--- src/rtl/klev_pkg.sv ---
`timescale 1ns/1ps
package klev_pkg;

    localparam int KEY_W      = 8;
    localparam int LETTERS    = 26;
    localparam int IDX_W      = $clog2(LETTERS);
    localparam int TBL_DEPTH  = 1 << KEY_W;

    localparam logic [KEY_W-1:0] REL_PREFIX = 8'hF0;
    localparam logic [7:0]       UPPER_BASE = 8'd65;
    localparam logic [7:0]       LOWER_BASE = 8'd97;

    typedef enum logic [0:0] {
        SET_CHAR  = 1'b0,
        SET_MAKE  = 1'b1
    } code_set_e;

    typedef struct packed {
        logic             hit;
        logic [IDX_W-1:0] idx;
    } letter_evt_t;

    // Make code to upper-case character; 0 for anything that is not a letter.
    function automatic logic [7:0] make_to_char(input logic [KEY_W-1:0] mc);
        logic [7:0] ch;
        case (mc)
            8'h1C: ch = "A";
            8'h32: ch = "B";
            8'h21: ch = "C";
            8'h23: ch = "D";
            8'h24: ch = "E";
            8'h2B: ch = "F";
            8'h34: ch = "G";
            8'h33: ch = "H";
            8'h43: ch = "I";
            8'h3B: ch = "J";
            8'h42: ch = "K";
            8'h4B: ch = "L";
            8'h3A: ch = "M";
            8'h31: ch = "N";
            8'h44: ch = "O";
            8'h4D: ch = "P";
            8'h15: ch = "Q";
            8'h2D: ch = "R";
            8'h1B: ch = "S";
            8'h2C: ch = "T";
            8'h3C: ch = "U";
            8'h2A: ch = "V";
            8'h1D: ch = "W";
            8'h22: ch = "X";
            8'h35: ch = "Y";
            8'h1A: ch = "Z";
            default: ch = 8'h00;
        endcase
        return ch;
    endfunction

    // Character to letter event, folding lower case onto upper case.
    function automatic letter_evt_t char_to_evt(input logic [7:0] ch);
        letter_evt_t e;
        logic [7:0]  off;
        e   = '0;
        off = '0;
        if (ch >= UPPER_BASE && ch < UPPER_BASE + 8'(LETTERS)) begin
            off   = ch - UPPER_BASE;
            e.hit = 1'b1;
        end else if (ch >= LOWER_BASE && ch < LOWER_BASE + 8'(LETTERS)) begin
            off   = ch - LOWER_BASE;
            e.hit = 1'b1;
        end
        e.idx = off[IDX_W-1:0];
        return e;
    endfunction

endpackage

--- src/rtl/klev_keymap.sv ---
`timescale 1ns/1ps
module klev_keymap
    import klev_pkg::*;
#(
    parameter code_set_e CODE_SET = SET_MAKE
)(
    input  logic [KEY_W-1:0] code,
    output letter_evt_t      evt
);

    generate
        if (CODE_SET == SET_MAKE) begin : g_make
            logic [7:0] char_tbl [TBL_DEPTH];
            for (genvar i = 0; i < TBL_DEPTH; i++) begin : g_ent
                assign char_tbl[i] = make_to_char(KEY_W'(i));
            end
            assign evt = char_to_evt(char_tbl[code]);
        end else begin : g_char
            assign evt = char_to_evt(code);
        end
    endgenerate

endmodule

--- src/rtl/klev_release_filter.sv ---
`timescale 1ns/1ps
module klev_release_filter
    import klev_pkg::*;
#(
    parameter bit USE_PREFIX = 1'b1
)(
    input  logic             clk,
    input  logic             rst,
    input  logic [KEY_W-1:0] code,
    input  logic             valid,
    output logic             pass
);

    logic armed_q;
    logic is_prefix;

    assign is_prefix = USE_PREFIX && (code == REL_PREFIX);
    assign pass      = valid && !armed_q && !is_prefix;

    always_ff @(posedge clk) begin
        if (rst) begin
            armed_q <= 1'b0;
        end else if (valid) begin
            armed_q <= !armed_q && is_prefix;
        end
    end

endmodule

--- src/rtl/klev_stretch.sv ---
`timescale 1ns/1ps
module klev_stretch #(
    parameter int CYCLES = 4
)(
    input  logic clk,
    input  logic rst,
    input  logic load,
    output logic active
);

    localparam int CNT_W = $clog2(CYCLES + 1);
    localparam logic [CNT_W-1:0] LOAD_VAL = CNT_W'(CYCLES);

    logic [CNT_W-1:0] cnt_q;

    always_ff @(posedge clk) begin
        if (rst) begin
            cnt_q <= '0;
        end else if (load) begin
            cnt_q <= LOAD_VAL;
        end else if (cnt_q != '0) begin
            cnt_q <= cnt_q - 1'b1;
        end
    end

    assign active = (cnt_q != '0);

endmodule

--- src/rtl/letter_event_enc.sv ---
`timescale 1ns/1ps
module letter_event_enc
    import klev_pkg::*;
#(
    parameter code_set_e CODE_SET     = SET_MAKE,
    parameter int        PULSE_CYCLES = 4,
    parameter int        WORD_W       = 32
)(
    input  logic              clk,
    input  logic              rst,
    input  logic [KEY_W-1:0]  key_code,
    input  logic              key_valid,
    output logic [WORD_W-1:0] letter_word,
    output logic              letter_we
);

    localparam int FLAG_BIT = WORD_W - 1;

    logic              strobe_ok;
    letter_evt_t       evt;
    logic              accept;
    logic [WORD_W-1:0] word_n;
    logic [WORD_W-1:0] word_q;

    klev_release_filter #(
        .USE_PREFIX (CODE_SET == SET_MAKE)
    ) u_rel (
        .clk   (clk),
        .rst   (rst),
        .code  (key_code),
        .valid (key_valid),
        .pass  (strobe_ok)
    );

    klev_keymap #(
        .CODE_SET (CODE_SET)
    ) u_map (
        .code (key_code),
        .evt  (evt)
    );

    assign accept = strobe_ok && evt.hit;

    always_comb begin
        word_n              = '0;
        word_n[FLAG_BIT]    = 1'b1;
        word_n[IDX_W-1:0]   = evt.idx;
    end

    always_ff @(posedge clk) begin
        if (rst) begin
            word_q <= '0;
        end else if (accept) begin
            word_q <= word_n;
        end
    end

    klev_stretch #(
        .CYCLES (PULSE_CYCLES)
    ) u_str (
        .clk    (clk),
        .rst    (rst),
        .load   (accept),
        .active (letter_we)
    );

    assign letter_word = word_q;

endmodule

--- config.mk ---
export PLATFORM = sky130hd
export DESIGN_NAME = letter_event_enc
export DESIGN_NICKNAME = d
export VERILOG_FILES = /design/src/rtl/klev_pkg.sv /design/src/rtl/klev_keymap.sv /design/src/rtl/klev_release_filter.sv /design/src/rtl/klev_stretch.sv /design/src/rtl/letter_event_enc.sv
export SDC_FILE = /design/constraint.sdc
export NUM_CORES = 1
export LEC_CHECK = 0
export CAP_MARGIN = 25
export CORE_MARGIN = 4
export CORE_UTILIZATION = 60
export DETAILED_ROUTE_END_ITERATION = 8
export DONT_BUFFER_PORTS = 1
export PLACE_DENSITY = 0.78
export SETUP_SLACK_MARGIN = 0.2
export SYNTH_ARGS = -nofsm -noshare
export SYNTH_HDL_FRONTEND = slang
export SYNTH_SLANG_ARGS = --single-unit
export TNS_END_PERCENT = 20
--- constraint.sdc ---
create_clock -name clk -period 4.4 [get_ports clk]
set_input_delay 0.44 -clock clk [delete_from_list [all_inputs] [get_ports clk]]
set_output_delay 0.44 -clock clk [all_outputs]
set_load 0.005 [all_outputs]
**Yosys cells after proc, flatten, opt, wreduce, memory -nomap -nowiden**

Memories as Yosys holds them, arrays and structs flattened.
Index checks and enable logic that the tools add are counted.

- Add/sub/neg operators: 3
- Order comparisons: 5
- Equal/unequal tests: 1
- Muxes and demuxes: 8
- Bitwise logic cells: 1
- Reductions and logical operators: 11

Operators with widths:

| kind | count |
|---|---|
| $ge 8x7->1 const B | 2 |
| $lt 8x7->1 const B | 2 |
| $mux 8 | 2 |
| $mux 5 | 2 |
| $sub 5x1->5 const B | 2 |
| $ge 9x9->1 const B | 1 |
| $not 8->9 | 1 |
| $eq 8x8->1 const B | 1 |
| $logic_and 1x1->1 | 6 |
| $mux 3 | 2 |
| $reduce_bool 3->1 | 1 |
| $sub 3x1->3 const B | 1 |
| $logic_not 1->1 | 2 |
| $mux 1 | 2 |
| $reduce_bool 2->1 | 1 |
| $reduce_or 2->1 | 1 |

- Flip-flop bits (word level): 10
- ROM bits: 2048
- Bits of input ports: 11
- Output and inout bits: 33
- Memories: 1

Memory list:

| memory | words | width | read ports | clocked after memory_dff | wr ports | line | RTL |
|---|---|---|---|---|---|---|---|
| (name not given) | 256 | 8 | 1 | 0 | 0 | klev_keymap.sv:17 | `assign evt = char_to_evt(char_tbl[code]);` |

**Logic depth before layout (Yosys ltp)**

Gate-level depths: netlist of run 1.

- Depth after elaboration: 10
- Depth in mapped cells: 14

**Hierarchy**

Synthesis of run 1 repeated with hierarchy kept, for this count alone.

- Cell total of the unflattened synthesis: 195
- Area, all modules: 1575.3 µm²

Modules (own cells, without submodules):

| module | times used | cells each | area an instance (µm²) |
|---|---|---|---|
| klev_keymap | 1 | 115 | 843.3 |
| letter_event_enc | 1 | 53 | 454.2 |
| klev_stretch | 1 | 18 | 190.2 |
| klev_release_filter | 1 | 9 | 87.6 |

**Worst setup path before layout of run 1**

OpenSTA, ideal clock, no wires.

- Path kind: in2reg
- Start point: input port key_code[1]
- End point: register word_q[0], in the netlist letter_word[0]
- Library setup time: 0.137 ns
- Arrival: 2.950 ns
- Required time: 4.263 ns
- Slack: 1.313 ns
- Cell stages on the path: 13
- Cell sequence: buf_6 > inv_1 > ha_1 > buf_6 > nand2_1 > mux4_2 > a2111oi_2 > inv_2 > ha_1 > or4_4 > buf_6 > a21oi_2 > a211oi_1

- Cells in the longest elaborated chain, start to end: 9

Ends and longest elaborated chain:

| what | line | RTL |
|---|---|---|
| start: declaration | letter_event_enc.sv:11 | `input logic [KEY_W-1:0] key_code,` |
| $not 8->9 (not written as such) | klev_keymap.sv:17 |  |
| $mem_v2 256x8 | n/a |  |
| $mux 8 (not written as such) (2 in series) | klev_keymap.sv:17 |  |
| $ge 8x7->1 / $lt 8x7->1 (equally long branches) | klev_pkg.sv:67 | `end else if (ch >= LOWER_BASE && ch < LOWER_BASE + 8'(LETTERS)) begin` |
| $logic_and 1x1->1 | klev_pkg.sv:67 |  |
| $mux 1 | klev_pkg.sv:67 |  |
| $mux 1 | klev_pkg.sv:64 | `if (ch >= UPPER_BASE && ch < UPPER_BASE + 8'(LETTERS)) begin` |
| $logic_and 1x1->1 | letter_event_enc.sv:42 | `assign accept = strobe_ok && evt.hit;` |
| end signal: assignment | letter_event_enc.sv:54 | `word_q <= word_n;` |
| end: declaration | letter_event_enc.sv:23 | `logic [WORD_W-1:0] word_q;` |

Several ways; a longest one is shown, not always the timed one. The select of a mux whose other input is x is not followed.
A chain may end at the register's enable or synchronous reset.

**Final worst setup path of run 1**

- Start point: input port key_code[1]
- End point: register word_q[3], in the netlist letter_word[3]

Same word-level chain as after synthesis.

==> results of run 1 <==
-- per-layer routing --
layer | global-route usage | up-vias
met4 | 0.0841 | 0
li1 | - | 600
met2 | 0.304 | 81
met3 | 0.0523 | 13
met5 | 0 | -
met1 | 0.238 | 594
-- final cells by class --
cell class              instances  area share
multi-input cells             150       0.774
flip-flops and latches         10       0.139
inverters                      14      0.0364
well taps                      30      0.0260
clock buffers                   4      0.0251
-- critical path, delay by kind of cell --
kind | cells | cell delay [ns]
AO/OA/AOI/OAI | 2 | 0.66
adder cells (fa/ha/maj) | 2 | 0.56
buffers and inverters | 2 | 0.20
multiplexers | 1 | 0.49
AND/OR/NAND/NOR | 3 | 0.75
-- state kept, by name, indices dropped and copies added (netlist names) --
signal / cells
letter_word: 6
u_rel.armed_q: 1
u_str.cnt_q: 3
-- cell families (layout without fill, tap and decap cells) --
logic type,Yosys count,count (layout),share of synthesized area
AOI/OAI and AO/OA,47,47,0.265
xor gates and xnor gates,4,4,0.0222
adders and majority gates,13,13,0.103
buffers and inverters,52,18,0.222
DFF,10,10,0.127
muxes,11,11,0.0834
other,1,26,0.00238
and+or+nand+nor,49,49,0.175
-- worst max path at each step --
stage                           start              to
after CTS                 key_code[1]  letter_word[4]
final                     key_code[1]  letter_word[3]
after global placement    key_code[1]  letter_word[0]
after global routing      key_code[1]  letter_word[0]
after detailed placement  key_code[1]  letter_word[4]
after floorplan           key_code[1]  letter_word[0]
-- power groups by stage --
stage / registers [mW] / logic, mW / clock network (mW)
after detailed placement: 0.109 / 0.135 / 0
after CTS: 0.107 / 0.135 / 0.0849
after global routing: 0.109 / 0.154 / 0.0915
after global placement: 0.108 / 0.128 / 0
after floorplan: 0.107 / 0.151 / 0
final: 0.107 / 0.136 / 0.0840
-- stage by stage --
stage          utilization  area (um2)  worst slack [ns]  std cells  hold WS [ns]
3_3_place_gp         0.564        1410              1.34        204         0.459
2_1_floorplan            -        1670              1.31        212         0.453
5_1_grt              0.578        1450              1.27        208         0.204
3_5_place_dp         0.564        1410              1.24        204         0.484
6_report             0.578        1450              1.48        208         0.229
4_1_cts              0.578        1450              1.52        208         0.221
-- layout by cell type (no fill, tap or decap), types with 3 or more instances in the layout --
cell,synthesis,final
nand2b_1,10,10
a211oi_1,4,4
a311oi_1,3,3
a211o_1,3,3
a41oi_1,5,5
o211ai_1,3,3
nand2_1,8,8
a21oi_2,5,5
a21oi_1,8,8
clkbuf_4,0,3
nor3_1,3,3
mux2i_1,6,6
mux2_2,3,3
nor2_1,9,9
ha_1,13,13
nand3b_1,3,3
inv_1,13,13
dfxtp_1,10,10
xnor2_1,3,3
conb_1,1,26
==> run summary, run 1 <==
Status = finished, final reports clean
DR WL/cell = 15.5 um
Clk pin slew, worst setup/hold paths = 0.07 ns
1st-iter DRT viols = 53
Row count = 18
Int Pwr = 0.211 mW
Gr usage total = 0.191
Die Width = 59.2 um
Fin. max-slew vios = 0
Synthesized area per cell = 8.42 um2
Post-synth ARST share = 0
Top FF cell, synth = dfxtp_1
Crit Reg-Reg Startpoint = u_rel.armed_q
P_leak = 0.600 nW
Worst path slowest cell = mux4_2
Clock network power share = 0.257
CTS Hold Bufs = 0
Yosys top cell by area = buf_4
Synthesized area = 1580 um2
CTS tree = built
Seq pwr share = 0.328
Synth top area share = 0.133
Synth area leaders = buf_4 13%, dfxtp_1 13%, ha_1 10%, nand2b_1 4.0%, mux2i_1 3.8%
Largest net degree at the start of global routing = 29
Final min period = 2.92 ns
Final Hold Violating Endpoints = 0
Synth warn = 0
Max Buffers Root-to-Sink = 2
First-pass GRT wire length = 5.23 mm
Final net count = 203
Core Box Area = 2500 um2
Number of max-cap violations = 0
Area Growth Syn to Fin = -8.26%
WL met3 = 311 um
Slowest Stage Delay on Critical Path = 0.49 ns
Pwr Density = 227 nW/um2
CTS Buf Count = 3
Power Total = 0.327 mW
Post-Route WL = 3.23 mm
Clk_lat worst skew = 0.27 ns
Crit path arrival time = 3.10 ns
Top layer reached by signal wires = met4
VDD IR max = 193 uV
DR DRC count = 0
Setup Skew = 0.00254 ns
Fin crit share = 0.664
I/O Buffers = 0
R2R depth = 5
Syn Inst Count = 187
Routed vias = 1288
Setup_tns = 0 ns
Comb power frac = 0.416
Final GP Congestion = 0.842
CTS resizes = 0
Worst EP required = 4.58 ns
FF+latch area = 200 um2
Synth Register Bits = 10
EDFF count, synth = 0
DP HPWL = 2.53 mm
Most frequent CP cell = ha_1
DRT antenna net count = 0
Sink Count = 10
Worst hold path type = primary input to register
First-pass DRT Iterations = 4
Hold_sp = rst
Post-CTS setup buffer count = 0
Synth cell types = 56
RSZ-0062 raised after global routing = false
Setup Crit Path Kind = primary input to register
Seq/Total Area, Yosys = 0.127
Most frequent cell after synthesis = buf_4
Crit path cell chain = inv_1 -> ha_1 -> nand2_1 -> mux4_2 -> a2111oi_2 -> inv_2 -> ha_1 -> nor4_1 -> nor2_1 -> a211oi_1
Routed met1 length = 1.32 mm
Critical Path Fanout Max = 13
Switching share of total power = 0.357
Number of global-route vias before repair = 1181
CTS Root Cell = clkbuf_4
Layout fillers = 220
R2r endpoint = letter_word[3]
Peak Freq = 0.342 GHz
Share of layout cells above drive strength 1 = 0.140
Die H = 59.2 um
I/O pin cnt = 44
Die ar. = 3510 um2
Congestion Overflow GR = 0
# H-tree levels = 1
Number of cells on the worst hold path = 1
Area of the multi-input gates = 1120 um2
Count of final setup violators = 0
Met2 routed WL = 1.52 mm
Vias per cell = 6.19
Initial antenna violation count = 0
Initial Util = 0.630
Hold endpoint = u_str.cnt_q[2]
Worst setup SP type = primary input
NetSw = 0.117 mW
CP endpoint kind = register
R2R setup slack = 2.98 ns
ANT cells = 0
Top cells by count, synth = 28 x buf_4, 13 x ha_1, 13 x inv_1, 10 x dfxtp_1, 10 x nand2b_1
Power figures use the tool's default switching activity.
==> run 2: changes to the inputs <==
- ABC_AREA: unset -> 1
- clock period: 4.4 -> 2.8 ns (I/O delays scaled with it)
==> run summary, run 2 <==
Status = finished, final reports clean
# H-tree levels = 1 (unchanged)
Final Hold Violating Endpoints = 0 (unchanged)
P_leak = 0.772 nW (+29%)
Top cells by count, synth = 70 x nand2_1, 31 x nand3_1, 26 x buf_4, 25 x nor2_1, 21 x inv_1
Most frequent cell after synthesis = nand2_1
Setup Crit Path Kind = primary input to register
Core Box Area = 2210 um2 (-12%)
Worst hold path type = primary input to register
Final net count = 263 (+30%)
CTS Root Cell = clkbuf_4
CP endpoint kind = register
Syn Inst Count = 238 (+27%)
Share of layout cells above drive strength 1 = 0.0759 (-0.0645)
Post-synth ARST share = 0 (unchanged)
I/O Buffers = 0 (unchanged)
Power Total = 0.521 mW (+59%)
DR DRC count = 0 (unchanged)
Commonest non-fill, non-tap cell in the layout = nand2_1
EDFF count, synth = 0 (unchanged)
Row count = 17 (-1)
Die ar. = 3180 um2 (-9.5%)
Layout fillers = 233 (+5.9%)
Synth cell types = 22 (-61%)
Synthesized area per cell = 5.90 um2 (-30%)
Seq/Total Area, Yosys = 0.143 (+0.0155)
CTS Hold Bufs = 0 (unchanged)
CTS Buf Count = 3 (unchanged)
Peak Freq = 0.482 GHz
Critical Path Fanout Max = 7 (-6)
Synth top area share = 0.187 (+0.0537)
Top FF cell, synth = dfxtp_1
Sink Count = 10 (unchanged)
DRT antenna net count = 0 (unchanged)
Synth area leaders = nand2_1 19%, dfxtp_1 14%, buf_4 14%, ha_1 12%, nand3_1 11%
Final min period = 2.07 ns
Post-Route WL = 2.79 mm (-14%)
Final GP Congestion = 0.963 (+14%)
VDD IR max = 310 uV (+61%)
I/O pin cnt = 44 (unchanged)
Vias per cell = 4.94 (-20%)
Die Width = 56.4 um (-4.8%)
Number of global-route vias before repair = 1148 (-2.8%)
Count of final setup violators = 0 (unchanged)
Largest net degree at the start of global routing = 16 (-45%)
Synthesized area = 1400 um2 (-11%)
ANT cells = 0 (unchanged)
Worst setup SP type = primary input
Max FFs per register = 6 (unchanged)
CTS resizes = 0 (unchanged)
Routed vias = 1310 (+1.7%)
Congestion Overflow GR = 0 (unchanged)
Worst EP required = 2.99 ns (-1.59 ns)
Number of max-cap violations = 0 (unchanged)
Pwr Density = 391 nW/um2 (+72%)
Initial antenna violation count = 0 (unchanged)
DR WL/cell = 10.5 um (-32%)
Yosys top cell by area = nand2_1
Gr usage total = 0.172 (-0.0185)
RSZ-0062 raised after global routing = false
Clk pin slew, worst setup/hold paths = 0.06 ns (about the same)
First-pass DRT Iterations = 4 (unchanged)
Initial Util = 0.635 (+0.00448)
Max Buffers Root-to-Sink = 2 (unchanged)
Setup Skew = 0.00234 ns (-0.000200 ns)
Clk_lat worst skew = 0.25 ns (-0.02 ns)
Crit path arrival time = 2.27 ns (-0.83 ns)
CTS tree = built
Synth Register Bits = 10 (unchanged)
Fin. max-slew vios = 0 (unchanged)
Commonest non-fill, non-tap cells in the layout = 70 x nand2_1, 31 x nand3_1, 26 x conb_1
First-pass GRT wire length = 4.64 mm (-11%)
Synth warn = 0 (unchanged)
DP HPWL = 2.25 mm (-11%)
Area Growth Syn to Fin = -5.08%
Die H = 56.4 um (-4.8%)
1st-iter DRT viols = 40 (-25%)
Post-CTS setup buffer count = 0 (unchanged)
Setup_tns = 0 ns (unchanged)
Fin crit share = 0.740
==> run 2: cell count changes after synthesis, moves of 8 or more <==
cell | before | now
nand2_2 | 0 | 8
nand2_1 | 8 | 70
nand3_1 | 2 | 31
nor2_1 | 9 | 25
inv_1 | 13 | 21
nand2b_1 | 10 | 0
==> run 2: worst paths after layout <==
kind | slack, ns | cells after the start | from | to
max | 0.73 | 19 | key_code[1] | letter_word[4]
min | 0.09 | 1 | rst | letter_word[31]
max reg2reg | 1.52 | 8 | u_rel.armed_q | u_str.cnt_q[1]
min reg2reg | 0.46 | 2 | u_rel.armed_q | u_rel.armed_q
==> run 2: layer usage <==
| layer | part of all wire | up-vias | global-route usage |
|---|---|---|---|
| met2 | 0.47 | 59 | 0.299 |
| li1 | - | 700 | - |
| met3 | 0.080 | 4 | 0.0276 |
| met5 | 0 | - | 0 |
| met1 | 0.44 | 547 | 0.213 |
| met4 | 0.0090 | 0 | 0.0610 |
==> run 2: final cells by class <==
| cell class | count | area, um2 | area share |
|---|---|---|---|
| inverters | 25 | 93.8 | 0.0704 |
| clock buffers | 3 | 22.5 | 0.0169 |
| well taps | 28 | 35.0 | 0.0263 |
| flip-flops and latches | 10 | 200 | 0.150 |
| multi-input cells | 199 | 981 | 0.736 |
==> run 2: kinds of logic after synthesis <==
group | synth area share
adders and majority gates | 0.116
DFF | 0.143
buffers and inverters | 0.225
and+or+nand+nor | 0.438
other | 0.00267
AOI/OAI and AO/OA | 0.0695
xor gates and xnor gates | 0.00624
==> run 2: report_power, final <==
group | total [mW] | switching, mW | internal, mW
logic | 0.250 | 0.163 | 0.0874
registers | 0.179 | 0.0117 | 0.168
clock network | 0.0909 | 0.0416 | 0.0492
==> run 2: stage by stage <==
step	setup slack, ns	cells	utilization	hold slack, ns	cell area, um2
2_1_floorplan	0.773	263	-	0.349	1500
3_3_place_gp	0.536	262	0.592	0.351	1310
4_1_cts	0.750	265	0.602	0.0832	1330
5_1_grt	0.465	265	0.602	0.0806	1330
3_5_place_dp	0.490	262	0.592	0.352	1310
6_report	0.727	265	0.602	0.0891	1330
==> run 2: worst max-delay path, cell delays in order <==
cell and delay (ns):
inv_1 0.13, ha_1 0.22, nand2_1 0.17, a21oi_1 0.27, nand2_1 0.08, nand2_1 0.06, nand2_1 0.05, nand2_1 0.05
nand2_1 0.10, inv_1 0.11, ha_1 0.16, nand2_1 0.05, inv_1 0.08, nand2_1 0.05, nand2_1 0.05, nor2_1 0.06
nor2_4 0.14, nor2_1 0.06, nor2_1 0.10
==> run 3: changes to the inputs <==
- CORE_UTILIZATION: 60 -> 57
- PLACE_DENSITY: 0.78 -> 0.77
- clock period: 2.8 -> 1.8 ns (I/O delays scaled with it)
==> run summary, run 3 (synthesis results as in run 2) <==
Status = finished, final reports clean
Final GP Congestion = 0.935 (-2.9%)
Comb power frac = 0.503 (+0.022)
CTS Buf Count = 3 (unchanged)
Max FFs per register = 6 (unchanged)
Final Hold Violating Endpoints = 0 (unchanged)
Commonest non-fill, non-tap cell in the layout = nand2_1
Slowest Stage Delay on Critical Path = 0.20 ns (-0.07 ns)
# H-tree levels = 1 (unchanged)
Clock network power share = 0.204 (+0.029)
I/O Buffers = 0 (unchanged)
Worst hold path type = primary input to register
Setup Crit Path Kind = primary input to register
Critical Path Fanout Max = 7 (unchanged)
Congestion Overflow GR = 0 (unchanged)
Worst path slowest cell = ha_4
DR DRC count = 0 (unchanged)
Pwr Density = 566 nW/um2 (+45%)
FF+latch area = 200 um2 (unchanged)
Number of max-cap violations = 0 (unchanged)
Commonest non-fill, non-tap cells in the layout = 64 x nand2_1, 28 x nand3_1, 26 x conb_1
Die Width = 57.6 um (+2.2%)
CTS Root Cell = clkbuf_4
Layout fillers = 179 (-23%)
DRT antenna net count = 0 (unchanged)
Most frequent CP cell = nand2_1
Fin crit share = 0.966
Final min period = 1.74 ns
Initial antenna violation count = 0 (unchanged)
Area of the multi-input gates = 1120 um2 (+14%)
Final hold slack = 0.0967 ns (+0.00756 ns)
Non-filler cells, final = 290 (+9.4%)
Initial Util = 0.617 (-0.0178)
Setup_tns = 0 ns (unchanged)
Int Pwr = 0.575 mW (+89%)
Max Buffers Root-to-Sink = 2 (unchanged)
Die ar. = 3320 um2 (+4.5%)
Area Growth Syn to Fin = 20.2%
Power Total = 0.956 mW (+84%)
RSZ-0062 raised after global routing = true
Gr usage total = 0.185 (+0.0127)
I/O pin cnt = 44 (unchanged)
Placed Cells = 278 (+6.1%)
Fin util = 0.742 (+0.139)
Post-Route WL = 3.33 mm (+19%)
CTS tree = built
Share of layout cells above drive strength 1 = 0.263 (+0.187)
Routed vias = 1483 (+13%)
P_leak = 0.911 nW (+18%)
ANT cells = 0 (unchanged)
Setup Skew = 0.00563 ns (+0.00329 ns)
CP endpoint kind = register
DR WL/cell = 11.5 um (+9.1%)
Final net count = 287 (+9.1%)
Clk pin slew, worst setup/hold paths = 0.06 ns (about the same)
VDD IR max = 598 uV (+93%)
First-pass DRT Iterations = 4 (unchanged)
Switching share of total power = 0.398 (-0.0171)
First-pass GRT wire length = 5.09 mm (+9.7%)
Crit path arrival time = 1.90 ns (-0.37 ns)
NetSw = 0.381 mW (+76%)
Seq pwr share = 0.294 (-0.051)
CP delay by family, top = simple AND/OR/NAND/NOR gates
Bufs and invs on worst path = 3 (unchanged)
1st-iter DRT viols = 50 (+25%)
Die H = 57.6 um (+2.2%)
Peak Freq = 0.575 GHz
Fin. max-slew vios = 0 (unchanged)
DP HPWL = 2.40 mm (+6.5%)
Vias per cell = 5.11 (+3.4%)
Number of global-route vias before repair = 1261 (+9.8%)
Worst setup SP type = primary input
Sink Count = 10 (unchanged)
Largest net degree at the start of global routing = 16 (unchanged)
Worst EP required = 1.96 ns (-1.03 ns)
Row count = 17 (unchanged)
Clk_lat worst skew = 0.26 ns (about the same)
Count of final setup violators = 0 (unchanged)
Crit path cell chain = clkinvlp_4 -> ha_4 -> nand2_4 -> nand3_1 -> nand2_1 -> nand3_2 -> nand2_1 -> nand2_1 -> nand2_2 -> inv_4 -> ha_4 -> nand2_1 -> inv_2 -> nand2_1 -> nand2_1 -> nor2_4 -> nor2_4 -> nor2_1 -> nor2_1
Core Box Area = 2280 um2 (+2.9%)
run 3: per-stage QoR:
stage	area, um2	worst slack, ns
floorplan	1510	-0.0459
global placement	1450	-0.153
detailed placement	1450	-0.169
CTS	1550	0.150
global route	1690	-0.113
finish	1690	0.0617
run 3: worst paths after layout:
kind | startpoint | cells past startpoint | end | slack (ns)
min | key_valid | 3 | u_rel.armed_q | 0.1
max | key_code[1] | 19 | letter_word[31] | 0.06
max reg2reg | u_rel.armed_q | 7 | letter_word[31] | 0.54
min reg2reg | u_str.cnt_q[0] | 2 | u_str.cnt_q[0] | 0.47
run 3: layer usage:
metal	GRT usage	routed length (um)	up-vias
met5	0	0	-
met2	0.321	1620	81
met4	0.0662	73	0
li1	-	-	748
met1	0.234	1320	643
met3	0.0223	317	11
run 3: worst register-to-register path, cell delays in order (launching register included):
cell,delay [ns]
dfxtp_1,0.31
nor2_1,0.18
nand3_1,0.10
a21oi_1,0.15
nand2_2,0.11
nor2_4,0.20
nor2_1,0.08
nor2_1,0.09
run 3: cell type report:
type | count | area share
Sequential cell | 10 | 0.119
Tap cell | 28 | 0.0208
Multi-Input combinational cell | 199 | 0.663
Inverter | 25 | 0.0593
Clock buffer | 4 | 0.0215
Timing Repair Buffer | 24 | 0.117
run 3: power by group through the flow:
stage	Combinational (mW)	Sequential, mW	Clock [mW]
5_1_grt	0.558	0.284	0.208
3_5_place_dp	0.417	0.286	0
3_3_place_gp	0.411	0.284	0
6_report	0.480	0.281	0.195
4_1_cts	0.435	0.281	0.199
2_1_floorplan	0.375	0.281	0
run 3: what timing repair did:
action                                  CTS  global route
setup buffers                             5             2
pin swaps                                 7            19
endpoints found under the setup margin    9             9
hold buffers                              1             0
gates resized for setup                   8            27
hold endpoints to repair                  3             0
